--- config.mk ---
export PLATFORM = sky130hd
export DESIGN_NAME = mw_eeprom
export DESIGN_NICKNAME = d
export VERILOG_FILES = /design/src/rtl/mw_pkg.sv /design/src/rtl/mw_word_mem.sv /design/src/rtl/mw_prog_engine.sv /design/src/rtl/mw_serial_fe.sv /design/src/rtl/mw_eeprom.sv
export SDC_FILE = /design/constraint.sdc
export NUM_CORES = 1
export LEC_CHECK = 0
export BUFFER_PORTS_ARGS = -buffer_cell sky130_fd_sc_hd__buf_4
export CELL_PAD_IN_SITES_DETAIL_PLACEMENT = 1
export CELL_PAD_IN_SITES_GLOBAL_PLACEMENT = 1
export CORE_MARGIN = 10
export CORE_UTILIZATION = 45
export DETAILED_ROUTE_END_ITERATION = 16
export HOLD_SLACK_MARGIN = 0.02
export PLACE_DENSITY_LB_ADDON = 0.08
export SYNTH_ARGS = -nofsm -noshare
export SYNTH_HDL_FRONTEND = slang
export SYNTH_SLANG_ARGS = --single-unit
--- constraint.sdc ---
create_clock -name clk -period 4.5 [get_ports clk]
set_input_delay 0 -clock clk [delete_from_list [all_inputs] [get_ports clk]]
set_output_delay 0 -clock clk [all_outputs]
set_load 0.01 [all_outputs]
--- src/rtl/mw_pkg.sv ---
package mw_pkg;
  typedef enum logic [2:0] {
    FE_DUMMY, FE_START, FE_OP, FE_ADDR, FE_DATA, FE_READ, FE_HOLD
  } fe_state_e;

  typedef enum logic [1:0] {
    PK_WRITE, PK_ERASE, PK_ERAL, PK_WRAL
  } prog_kind_e;

  localparam logic [1:0] OP_EXT   = 2'b00;
  localparam logic [1:0] OP_WRITE = 2'b01;
  localparam logic [1:0] OP_READ  = 2'b10;
  localparam logic [1:0] OP_ERASE = 2'b11;

  localparam logic [1:0] EX_WDIS = 2'b00;
  localparam logic [1:0] EX_WALL = 2'b01;
  localparam logic [1:0] EX_EALL = 2'b10;
  localparam logic [1:0] EX_WEN  = 2'b11;
endpackage

--- src/rtl/mw_word_mem.sv ---
module mw_word_mem #(
  parameter int DW = 16,
  parameter int AW = 4
) (
  input  logic          clk,
  input  logic          we,
  input  logic [AW-1:0] waddr,
  input  logic [DW-1:0] wdata,
  input  logic [AW-1:0] raddr,
  output logic [DW-1:0] rdata
);
  localparam int DEPTH = 1 << AW;

  logic [DW-1:0] cells [DEPTH];

  always_ff @(posedge clk) begin
    if (we) cells[waddr] <= wdata;
    rdata <= cells[raddr];
  end
endmodule

--- src/rtl/mw_prog_engine.sv ---
module mw_prog_engine import mw_pkg::*; #(
  parameter int DW          = 16,
  parameter int AW          = 4,
  parameter int PROG_CYCLES = 64
) (
  input  logic          clk,
  input  logic          rst,
  input  logic          req,
  input  prog_kind_e    kind,
  input  logic [AW-1:0] addr,
  input  logic [DW-1:0] data,
  input  logic [DW-1:0] rd_data,
  output logic          busy,
  output logic [AW-1:0] raddr,
  output logic          we,
  output logic [AW-1:0] waddr,
  output logic [DW-1:0] wdata
);
  localparam int DEPTH    = 1 << AW;
  localparam int SWEEP    = 2 * DEPTH;
  localparam int BUSY_LEN = (PROG_CYCLES > SWEEP) ? PROG_CYCLES : SWEEP;
  localparam int CNTW     = $clog2(BUSY_LEN) + 1;

  logic [CNTW-1:0] cnt;
  prog_kind_e      kind_q;
  logic [AW-1:0]   addr_q;
  logic [DW-1:0]   data_q;
  logic [AW-1:0]   idx;
  logic            in_sweep;

  always_ff @(posedge clk) begin
    if (rst) begin
      busy   <= 1'b0;
      cnt    <= '0;
      kind_q <= PK_WRITE;
      addr_q <= '0;
      data_q <= '0;
    end else if (!busy) begin
      if (req) begin
        busy   <= 1'b1;
        cnt    <= '0;
        kind_q <= kind;
        addr_q <= addr;
        data_q <= data;
      end
    end else begin
      if (cnt == CNTW'(BUSY_LEN - 1)) busy <= 1'b0;
      cnt <= cnt + 1'b1;
    end
  end

  assign idx      = cnt[AW:1];
  assign in_sweep = cnt < CNTW'(SWEEP);
  assign raddr    = idx;

  always_comb begin
    we    = 1'b0;
    waddr = addr_q;
    wdata = data_q;
    if (busy && in_sweep) begin
      unique case (kind_q)
        PK_WRITE: we = (cnt == '0);
        PK_ERASE: begin
          we    = (cnt == '0);
          wdata = '1;
        end
        PK_ERAL: begin
          we    = cnt[0];
          waddr = idx;
          wdata = '1;
        end
        PK_WRAL: begin
          we    = cnt[0];
          waddr = idx;
          wdata = rd_data & data_q;
        end
      endcase
    end
  end


  req_idle_chk: assert property (@(posedge clk) disable iff (rst)
    req |-> !busy);


  busy_len_chk: assert property (@(posedge clk) disable iff (rst)
    $fell(busy) |-> $past(cnt) == CNTW'(BUSY_LEN - 1));


  busy_start_chk: assert property (@(posedge clk) disable iff (rst)
    $rose(busy) |-> $past(req));
endmodule

--- src/rtl/mw_serial_fe.sv ---
module mw_serial_fe import mw_pkg::*; #(
  parameter int DW        = 16,
  parameter int AW        = 4,
  parameter int FA        = 6,
  parameter bit DUMMY_CLK = 1'b0
) (
  input  logic          clk,
  input  logic          rst,
  input  logic          cs,
  input  logic          sck,
  input  logic          din,
  input  logic          busy,
  input  logic [DW-1:0] rd_data,
  output logic [AW-1:0] fe_raddr,
  output logic          prog_req,
  output prog_kind_e    prog_kind,
  output logic [AW-1:0] prog_addr,
  output logic [DW-1:0] prog_data,
  output logic          ready_win,
  output logic          in_read,
  output logic          rd_bit
);
  localparam int CW = $clog2(DW);
  localparam fe_state_e INIT = DUMMY_CLK ? FE_DUMMY : FE_START;

  fe_state_e     state;
  logic [CW-1:0] cnt;
  logic [1:0]    op;
  logic [FA-1:0] addr_sh;
  logic [FA-1:0] addr_full;
  logic [DW-1:0] data_sh;
  logic          armed;
  logic          wen;
  logic          rd_active;
  logic          sck_q;
  logic          rise;
  logic [DW-1:0] bit_mask;

  assign rise      = sck && !sck_q;
  assign addr_full = {addr_sh[FA-2:0], din};

  always_ff @(posedge clk) begin
    if (rst) begin
      state     <= INIT;
      cnt       <= '0;
      op        <= '0;
      addr_sh   <= '0;
      data_sh   <= '0;
      armed     <= 1'b0;
      wen       <= 1'b0;
      rd_active <= 1'b0;
      sck_q     <= 1'b0;
      prog_req  <= 1'b0;
      prog_kind <= PK_WRITE;
    end else begin
      sck_q    <= sck;
      prog_req <= 1'b0;
      if (!cs) begin
        state     <= INIT;
        armed     <= 1'b0;
        rd_active <= 1'b0;
        cnt       <= '0;
        if (armed && wen && !busy) prog_req <= 1'b1;
      end else if (rise && !busy) begin
        unique case (state)
          FE_DUMMY: state <= FE_START;
          FE_START: if (din) begin
            state <= FE_OP;
            cnt   <= '0;
          end
          FE_OP: begin
            op  <= {op[0], din};
            cnt <= cnt + 1'b1;
            if (cnt == CW'(1)) begin
              state <= FE_ADDR;
              cnt   <= '0;
            end
          end
          FE_ADDR: begin
            addr_sh <= addr_full;
            cnt     <= cnt + 1'b1;
            if (cnt == CW'(FA - 1)) begin
              cnt   <= '0;
              state <= FE_HOLD;
              unique case (op)
                OP_READ: begin
                  state     <= FE_READ;
                  rd_active <= 1'b0;
                end
                OP_WRITE: begin
                  prog_kind <= PK_WRITE;
                  state     <= FE_DATA;
                end
                OP_ERASE: begin
                  prog_kind <= PK_ERASE;
                  armed     <= 1'b1;
                end
                OP_EXT: begin
                  unique case (addr_full[FA-1:FA-2])
                    EX_WEN:  wen <= 1'b1;
                    EX_WDIS: wen <= 1'b0;
                    EX_EALL: begin
                      prog_kind <= PK_ERAL;
                      armed     <= 1'b1;
                    end
                    EX_WALL: begin
                      prog_kind <= PK_WRAL;
                      state     <= FE_DATA;
                    end
                  endcase
                end
              endcase
            end
          end
          FE_DATA: begin
            data_sh <= {data_sh[DW-2:0], din};
            cnt     <= cnt + 1'b1;
            if (cnt == CW'(DW - 1)) begin
              armed <= 1'b1;
              state <= FE_HOLD;
            end
          end
          FE_READ: begin
            if (!rd_active) begin
              rd_active <= 1'b1;
              cnt       <= '0;
            end else if (cnt == CW'(DW - 1)) begin
              rd_active <= 1'b0;
              state     <= FE_HOLD;
            end else begin
              cnt <= cnt + 1'b1;
            end
          end
          FE_HOLD: state <= FE_HOLD;
        endcase
      end
    end
  end

  assign bit_mask  = {1'b1, {(DW-1){1'b0}}} >> cnt;
  assign rd_bit    = |(rd_data & bit_mask);
  assign in_read   = (state == FE_READ) && rd_active;
  assign ready_win = (state == FE_DUMMY) || (state == FE_START);
  assign fe_raddr  = addr_sh[AW-1:0];
  assign prog_addr = addr_sh[AW-1:0];
  assign prog_data = data_sh;


  busy_freeze_chk: assert property (@(posedge clk) disable iff (rst)
    ($past(busy) && $past(cs)) |-> state == $past(state));


  frame_init_chk: assert property (@(posedge clk) disable iff (rst)
    !$past(cs) |-> state == INIT);
endmodule

--- src/rtl/mw_eeprom.sv ---
module mw_eeprom import mw_pkg::*; #(
  parameter int DW          = 16,
  parameter int AW          = 4,
  parameter int FA          = 6,
  parameter int PROG_CYCLES = 64,
  parameter bit DUMMY_CLK   = 1'b0
) (
  input  logic clk,
  input  logic rst,
  input  logic cs,
  input  logic sck,
  input  logic din,
  output logic dout,
  output logic dout_oe
);
  logic [DW-1:0] rd_data;
  logic [AW-1:0] fe_raddr;
  logic [AW-1:0] eng_raddr;
  logic [AW-1:0] mem_raddr;
  logic          prog_req;
  prog_kind_e    prog_kind;
  logic [AW-1:0] prog_addr;
  logic [DW-1:0] prog_data;
  logic          ready_win;
  logic          in_read;
  logic          rd_bit;
  logic          busy;
  logic          we;
  logic [AW-1:0] waddr;
  logic [DW-1:0] wdata;

  mw_serial_fe #(.DW(DW), .AW(AW), .FA(FA), .DUMMY_CLK(DUMMY_CLK)) u_fe (
    .clk(clk), .rst(rst), .cs(cs), .sck(sck), .din(din), .busy(busy),
    .rd_data(rd_data), .fe_raddr(fe_raddr), .prog_req(prog_req),
    .prog_kind(prog_kind), .prog_addr(prog_addr), .prog_data(prog_data),
    .ready_win(ready_win), .in_read(in_read), .rd_bit(rd_bit)
  );

  mw_prog_engine #(.DW(DW), .AW(AW), .PROG_CYCLES(PROG_CYCLES)) u_eng (
    .clk(clk), .rst(rst), .req(prog_req), .kind(prog_kind),
    .addr(prog_addr), .data(prog_data), .rd_data(rd_data), .busy(busy),
    .raddr(eng_raddr), .we(we), .waddr(waddr), .wdata(wdata)
  );

  assign mem_raddr = busy ? eng_raddr : fe_raddr;

  mw_word_mem #(.DW(DW), .AW(AW)) u_mem (
    .clk(clk), .we(we), .waddr(waddr), .wdata(wdata),
    .raddr(mem_raddr), .rdata(rd_data)
  );

  always_ff @(posedge clk) begin
    if (rst) begin
      dout    <= 1'b0;
      dout_oe <= 1'b0;
    end else begin
      dout_oe <= cs;
      dout    <= cs && !busy && (ready_win || (in_read && rd_bit));
    end
  end


  busy_out_chk: assert property (@(posedge clk) disable iff (rst)
    ($past(busy) && $past(cs)) |-> !dout);


  hiz_low_chk: assert property (@(posedge clk) disable iff (rst)
    !dout_oe |-> !dout);
endmodule

---- Yosys cells after proc, flatten, opt, wreduce, memory -nomap -nowiden ----
Memory sizes are Yosys's and may differ from the RTL's. A register that Yosys moved wholly into a read port is not among the register bits.
Index checks and enable logic that the tools add are counted.
word-level totals
  ROM bits ................................ 0
  memories kept ........................... 1
  register bits ........................... 69
  input port bits ......................... 5
  memory bits (writable) .................. 256
  bits in latches ......................... 0
operators by class
  multiplexer cells ....................... 42
  $lt $le $gt $ge ......................... 1
  divide/modulo/power cells ............... 0
  equal/unequal tests ..................... 29
  bitwise gates (word level) .............. 4
  $add $sub $neg .......................... 2
  shift-type cells ........................ 1
  reductions and logical operators ........ 40
  $mul .................................... 0
memories
  name         depth  bits a word  rd ports  clocked after memory_dff  wr ports  line               source
  u_mem.cells  16     16           1         1                         1         mw_word_mem.sv:14  logic [DW-1:0] cells [DEPTH];
operator list
  cell                                                                   number
  16-bit bitwise AND                                                     2
  4-bit 2-to-1 mux                                                       8
  16-bit one-hot mux with 2 select lines                                 1
  3-bit one-hot mux with 7 select lines                                  1
  4-bit one-hot mux with 5 select lines                                  1
  6-bit AND reduction                                                    3
  16-bit 2-to-1 mux                                                      1
  16-bit OR reduction                                                    1
  16-bit by 4-bit right shift with 16-bit output (first input constant)  1
  3-bit 2-to-1 mux                                                       5
  1-bit 2-to-1 mux                                                       14
  7-bit 2-to-1 mux                                                       2
  2-bit == test (second input constant)                                  6
  1-bit one-hot mux with 2 select lines                                  5
  2-bit OR reduction                                                     5
  3-bit == test (second input constant)                                  3
  1-bit logical AND                                                      9
  3-bit != test (second input constant)                                  3
  3-bit one-hot mux with 3 select lines                                  1
  3-bit AND reduction                                                    3
  2-bit by 1-bit != test with 1-bit output (second input constant)       4
  4-bit AND reduction                                                    2
  2-bit nonzero test                                                     4
  7-bit by 1-bit adder with 7-bit output (second input constant)         1
  24 further kinds                                                       33

---- Logic depth before layout (Yosys ltp) ----
  word-level depth ........................ 6
  gate-level depth with buffers ........... 8
  mapped depth without buffers ............ 7

---- By module ----
Synthesis repeated with hierarchy kept, for this count alone.
unflattened totals
  cell total of the unflattened synthesis .. 883
  area, all modules ....................... 13765.7 um^2
modules (own cells, without submodules)
  module          cells an instance  times used  area each (um^2)
  mw_word_mem     432                1           10042.1
  mw_serial_fe    228                1           2010.7
  mw_prog_engine  214                1           1606.5
  mw_eeprom       9                  1           106.4

---- Worst setup path before layout ----
No wires, ideal clock.
  path kind ............................... register to register
  start point ............................. reg u_eng.busy
  end point ............................... mem u_mem.cells[1][0], enable pin
  data arrival time ....................... 2.626 ns
  slack ................................... 1.465 ns
  library setup time ...................... 0.409 ns
  stages on the path, launching flop included .. 6
  clock period less this slack ............ 3.035 ns
  cells stage by stage .................... dfxtp_1 -> buf_6 -> or3b_2 -> nor2_1 -> mux2_2 -> nor3_1
between the ends
  longest elaborated chain between the ends .. 4
  elaborated cells between the ends (all ways) .. 5
  classes of those cells .................. mux: 4; reduce/logical: 1
ends and longest elaborated chain
  element                                 line                  source
  from (decl)                             mw_prog_engine.sv:13  output logic busy,
  from (signal assigned)                  mw_prog_engine.sv:33  busy <= 1'b0;
  from (signal assigned)                  mw_prog_engine.sv:40  busy <= 1'b1;
  from (signal assigned)                  mw_prog_engine.sv:47  if (cnt == CNTW'(BUSY_LEN - 1)) busy <= 1'b0;
  1-bit logical AND *                     mw_prog_engine.sv:60  if (busy && in_sweep) begin
  1-bit 2-to-1 mux                        mw_prog_engine.sv:60
  1-bit 2-to-1 mux                        mw_word_mem.sv:17     if (we) cells[waddr] <= wdata;
  1-bit 2-to-1 mux (not written as such)  mw_word_mem.sv:17
  to (decl)                               mw_word_mem.sv:14
Every way passes the cells marked *; elsewhere a longest branch is shown, timed or not.

---- Worst setup path after layout ----
  start point ............................. reg u_eng.kind_q[1]
  end point ............................... mem u_mem.cells[4][7], enable pin
between the ends
  longest elaborated chain between the ends .. 6
  elaborated cells between the ends (all ways) .. 12
  classes of those cells .................. eq/ne: 3; mux: 6; reduce/logical: 3
ends and longest elaborated chain
  element                                      line                  source
  from (decl)                                  mw_prog_engine.sv:25  prog_kind_e kind_q;
  from (signal assigned)                       mw_prog_engine.sv:42  kind_q <= kind;
  2-bit == test, or another cell as far along  mw_prog_engine.sv:61  unique case (kind_q)
  2-bit OR reduction (no line)                 n/a
  1-bit one-hot mux with 2 select lines        mw_prog_engine.sv:61
  1-bit 2-to-1 mux                             mw_prog_engine.sv:60
  1-bit 2-to-1 mux                             mw_word_mem.sv:17
  1-bit 2-to-1 mux (not written as such)       mw_word_mem.sv:17
Several ways; a longest one is shown, not always the timed one.

==> flow_results.org <==
** Detailed routing
- Count of TritonRoute iterations in the first routing pass :: 5
- After detailed routing, the number of remaining DRC violations is 0.
- Met1 layer wirelength in the final routing :: 15300 um
- Detailed-route vias per instance :: 5.770
- Summed over all layers, the routed wires come to 34320 um.
- Met2 wire length :: 16640 um
- DRC marker count from the first detailed-route iteration :: 528
- In the detailed route, the total length drawn on met3 is 1479 um.
- Overall via count from detail_route :: 7969
- Once detail routing completed, the nets flagged for antenna violations numbered 0.
- Routed signal wires occupy layers up through met4.
- Wire length per cell :: 24.85 um

** Place
- Buffers placed on the I/O ports in this run total 6.
- Once detailed placement completed, the half-perimeter wirelength came to 21440 um.
- Placement Setup Slack :: 1.034 ns
- Routability cong. :: 0.8098
- Number of cells after detailed placement :: 1307

** Clocking
- Maximum clock path buffer count :: 3
- Clock slew at the register clock pins of the worst setup and hold paths :: 0.06 ns
- In this run the number of H-tree levels came out at 2.
- Number of buffers inserted during clock tree synthesis :: 37
- The later pin in the worst-skew pair is clocked with a latency of 0.52 ns.
- After clock tree synthesis, the repair step resized 0 gates.
- Buffer cell driving the clock tree root :: clkbuf_16
- TritonCTS built the clock tree.
- CTS saw 341 sinks.

** GRT
- Total global routing overflow :: 0
- Largest net degree at the start of global routing :: 60
- Global routing used 17.79% of the available tracks across all layers.
- Number of antenna violations at the first check in global routing :: 0
- The first global-routing pass estimated 52550 um of wire.
- Via count of the first global-routing pass :: 8421

** Min path
- Worst hold path cell count :: 3
- The worst hold path terminates at u_fe.prog_req.
- In this run the most critical hold path is launched from cs.
- The path class of the tightest hold or removal check is input pin to flop.

** Setup path
- Walking the worst path, the cells encountered are ha_1 > nor2_1 > nor2_1 > buf_4 > mux2i_1 > nand2_1 > nor2_2.
- FF-to-FF path depth :: 7
- The most numerous cell type found on the critical path is nor2_1.
- In this run the critical register-to-register path is launched from u_eng.kind_q[1].
- The worst setup path is captured at a flop.
- For the worst setup path, the data required time is 4.63 ns.
- Worst Setup Start Kind :: flop
- In this run the critical register-to-register path is captured at u_mem.cells[4][7].
- Critical path start-end classification :: flop to flop
- The worst register-to-register path has a setup slack of 1.02 ns.
- Of all nets on the critical path, the largest fanout is 17.
- On the critical path, the stage with the largest delay is an instance of nor2_2.
- For this run, the slowest stage of the critical path takes 0.87 ns.
- Data on the critical path arrives at its endpoint at 3.61 ns.

** Job
- Across the run, the number of max-cap violations was 0.

** Yosys
- For this run, the leading register cell type out of synthesis is edfxtp_1.
- Synthesized cell area :: 13740 um^2
- The synthesized netlist contains 60 unique library cells.
- A synthesized cell averages 14.84 um^2.
- Number of storage elements in the synthesis netlist :: 341
- Counting every net in the synthesized netlist gives 951.
- Gate Count Post-Synth :: 926
- For this run, asynchronously set or reset flops after synthesis account for 0%.
- For this run, the register share of the synthesized area comes to 68.34%.
- The Yosys step of the flow raised 0 warnings.
- Number of enable-type register cells in the synthesized netlist :: 256

** Floorplanning
- Std cell rows :: 63
- The die covers 37920 um^2.
- For this configuration, the core starts out at a cell density of 45.99%.
- The total area inside the core boundary comes to 29870 um^2.
- The die is 194.7 um tall.
- Pin placement for this block handled 7 I/O pins.
- DIE WIDTH :: 194.7 um

** Power
- Leakage power :: 0.005039 uW
- Power spread over the standard cell area amounts to 403.3 nW/um^2.
- Worst-case vdd ir drop :: 0.0004403 V

** Layout
- For this run, the post-layout net count is 987.
- Excluding fillers, the count of instances in the completed layout stands at 1381.
- The area growth from synthesis to layout is 13.06%.
- 0 antenna diodes ended up in the layout.
- Share of layout cells above drive strength 1 :: 16.15%

** STA
- Adding up every negative setup slack in the final design gives 0 ns.
- Portion of the clock cycle consumed by the worst path in the final layout :: 77.30%
- Across the routed clock network, the largest skew measured is 0.01637 ns.
- For the pin with the worst max-slew slack, the measured transition is 1.228 ns.
- Endpoints failing hold :: 0
- Shortest period the worst path allows :: 3.478 ns
- Across all hold checks on the routed design, the worst slack comes to 0.2251 ns.
- The number of slew-limit violations in the final report came to 0.
- Remaining max-slew budget at the tightest pin :: 17.61%
- # setup viols final :: 0
- Unrepaired setup endpoints after global routing :: no
- Timing would allow up to 0.2875 GHz.
- Worst setup slack after layout :: 1.022 ns

** Status
- The flow ran to the end, and the final reports show no timing, DRC or antenna violations.
-- cells by family (layout without fill, tap and decap cells) --
group	Yosys count	in the layout	share of synthesized area (%)
AND/OR/NAND/NOR	277	277	9.252
multiplexers	79	79	12.20
buffers and inverters	82	147	3.014
AO/OA/AOI/OAI	126	126	5.309
adder cells (fa/ha/maj)	20	20	1.821
XOR/XNOR	1	1	0.06376
flip-flops	341	341	68.34
-- routing by layer --
| metal | global-route usage, % | vias to the layer above |
|---|---|---|
| li1 | - | 3578 |
| met1 | 24.18 | 4169 |
| met2 | 28.95 | 172 |
| met3 | 2.599 | 50 |
| met4 | 5.410 | 0 |
| met5 | 0 | - |
-- flip-flops by register name, indices dropped and copies added (netlist names), 2 cells and up --
signal and count:
u_mem.cells 256, u_eng.data_q 16, u_fe.prog_data 16, u_mem.rdata 16, u_eng.cnt 7, u_fe.addr_sh 5
u_eng.addr_q 4, u_fe.cnt 4, u_fe.state 3, u_eng.kind_q 2, u_fe.op 2, u_fe.prog_kind 2
-- cell type report --
type,instances,area (um^2)
timing repair buffer,46,372.9
sequential,341,9389
inverter,33,123.9
clock buffer,54,1041
tap,390,488.0
clock inverter,14,112.6
multi-input combinational,503,4006
fill,2842,14340
-- Yosys cell counts (all sizes together), types with 4 or more instances --
library cell  instances  share of area (%)
inv                  33               0.90
a21oi                70                2.5
nor3                 18               0.69
mux4                 64                 11
o21ai                24               0.87
edfxtp              256                 56
ha                   20                1.8
nand2b                4               0.18
a31oi                 4               0.18
nand2               151                4.1
mux2                  5               0.44
dfxtp                85                 12
buf                  29                1.6
nor2                 38                1.0
nor4                  5               0.23
nand3                14               0.51
nor2b                 8               0.36
clkbuf               20               0.55
mux2i                10               0.73
nor3b                 6               0.41
nand4                19               0.87
-- placed cells by master, fill, tap and decap left out, drive strengths merged, types with 5 or more instances in the layout --
master,instances
edfxtp,256
nand2,151
dfxtp,85
a21oi,70
mux4,64
clkbuf,54
buf,40
nor2,38
inv,34
o21ai,24
ha,20
nand4,19
nor3,18
nand3,14
clkinv,11
mux2i,10
nor2b,8
dlygate4sd3,6
nor3b,6
nor4,5
mux2,5
-- timing repair --
action / in CTS / in global routing
hold buffers: 6 / 0
buffers inserted: 0 / 0
endpoints found under the hold margin: 51 / 0
endpoints found under the setup margin: 0 / 0
-- metrics by stage --
stage / area, um^2 / power [uW] / utilization, %
after floorplan: 13740 / 3436 / -
after global routing: 15530 / 6486 / 52.00
after CTS: 15530 / 6337 / 52.00
after detailed placement: 14320 / 3450 / 47.93
after global placement: 14320 / 3449 / 47.93
final: 15530 / 6264 / 52.00
-- where the power goes --
part / switching (uW) / internal, uW / total, uW / leakage, uW
clock: 1200 / 1670 / 2880 / 0.000554
sequential: 3.90 / 3340 / 3340 / 0.00306
combinational: 26.4 / 17.7 / 44.1 / 0.00142
total: 1230 / 5030 / 6260 / 0.00504
-- critical path: cells and delay by family (launching register included) --
kind | cells | cell delay, ns
adder cells (fa/ha/maj) | 1 | 0.55
buffers and inverters | 1 | 0.18
flip-flops | 1 | 0.39
multiplexers | 1 | 0.54
AND/OR/NAND/NOR | 4 | 1.43
-- worst max-delay path by stage --
stage,start,endpoint,slack [ns],cells after the start
2_1_floorplan,u_eng.busy,u_mem.cells[1][0],1.47,5
3_3_place_gp,u_eng.kind_q[1],u_mem.cells[5][3],1.26,7
3_5_place_dp,u_eng.kind_q[1],u_mem.cells[5][13],1.03,7
4_1_cts,u_eng.kind_q[1],u_mem.cells[5][7],1.01,7
5_1_grt,u_eng.kind_q[1],u_mem.cells[4][9],0.71,7
6_report,u_eng.kind_q[1],u_mem.cells[4][7],1.02,7
Power figures use the tool's default switching activity.
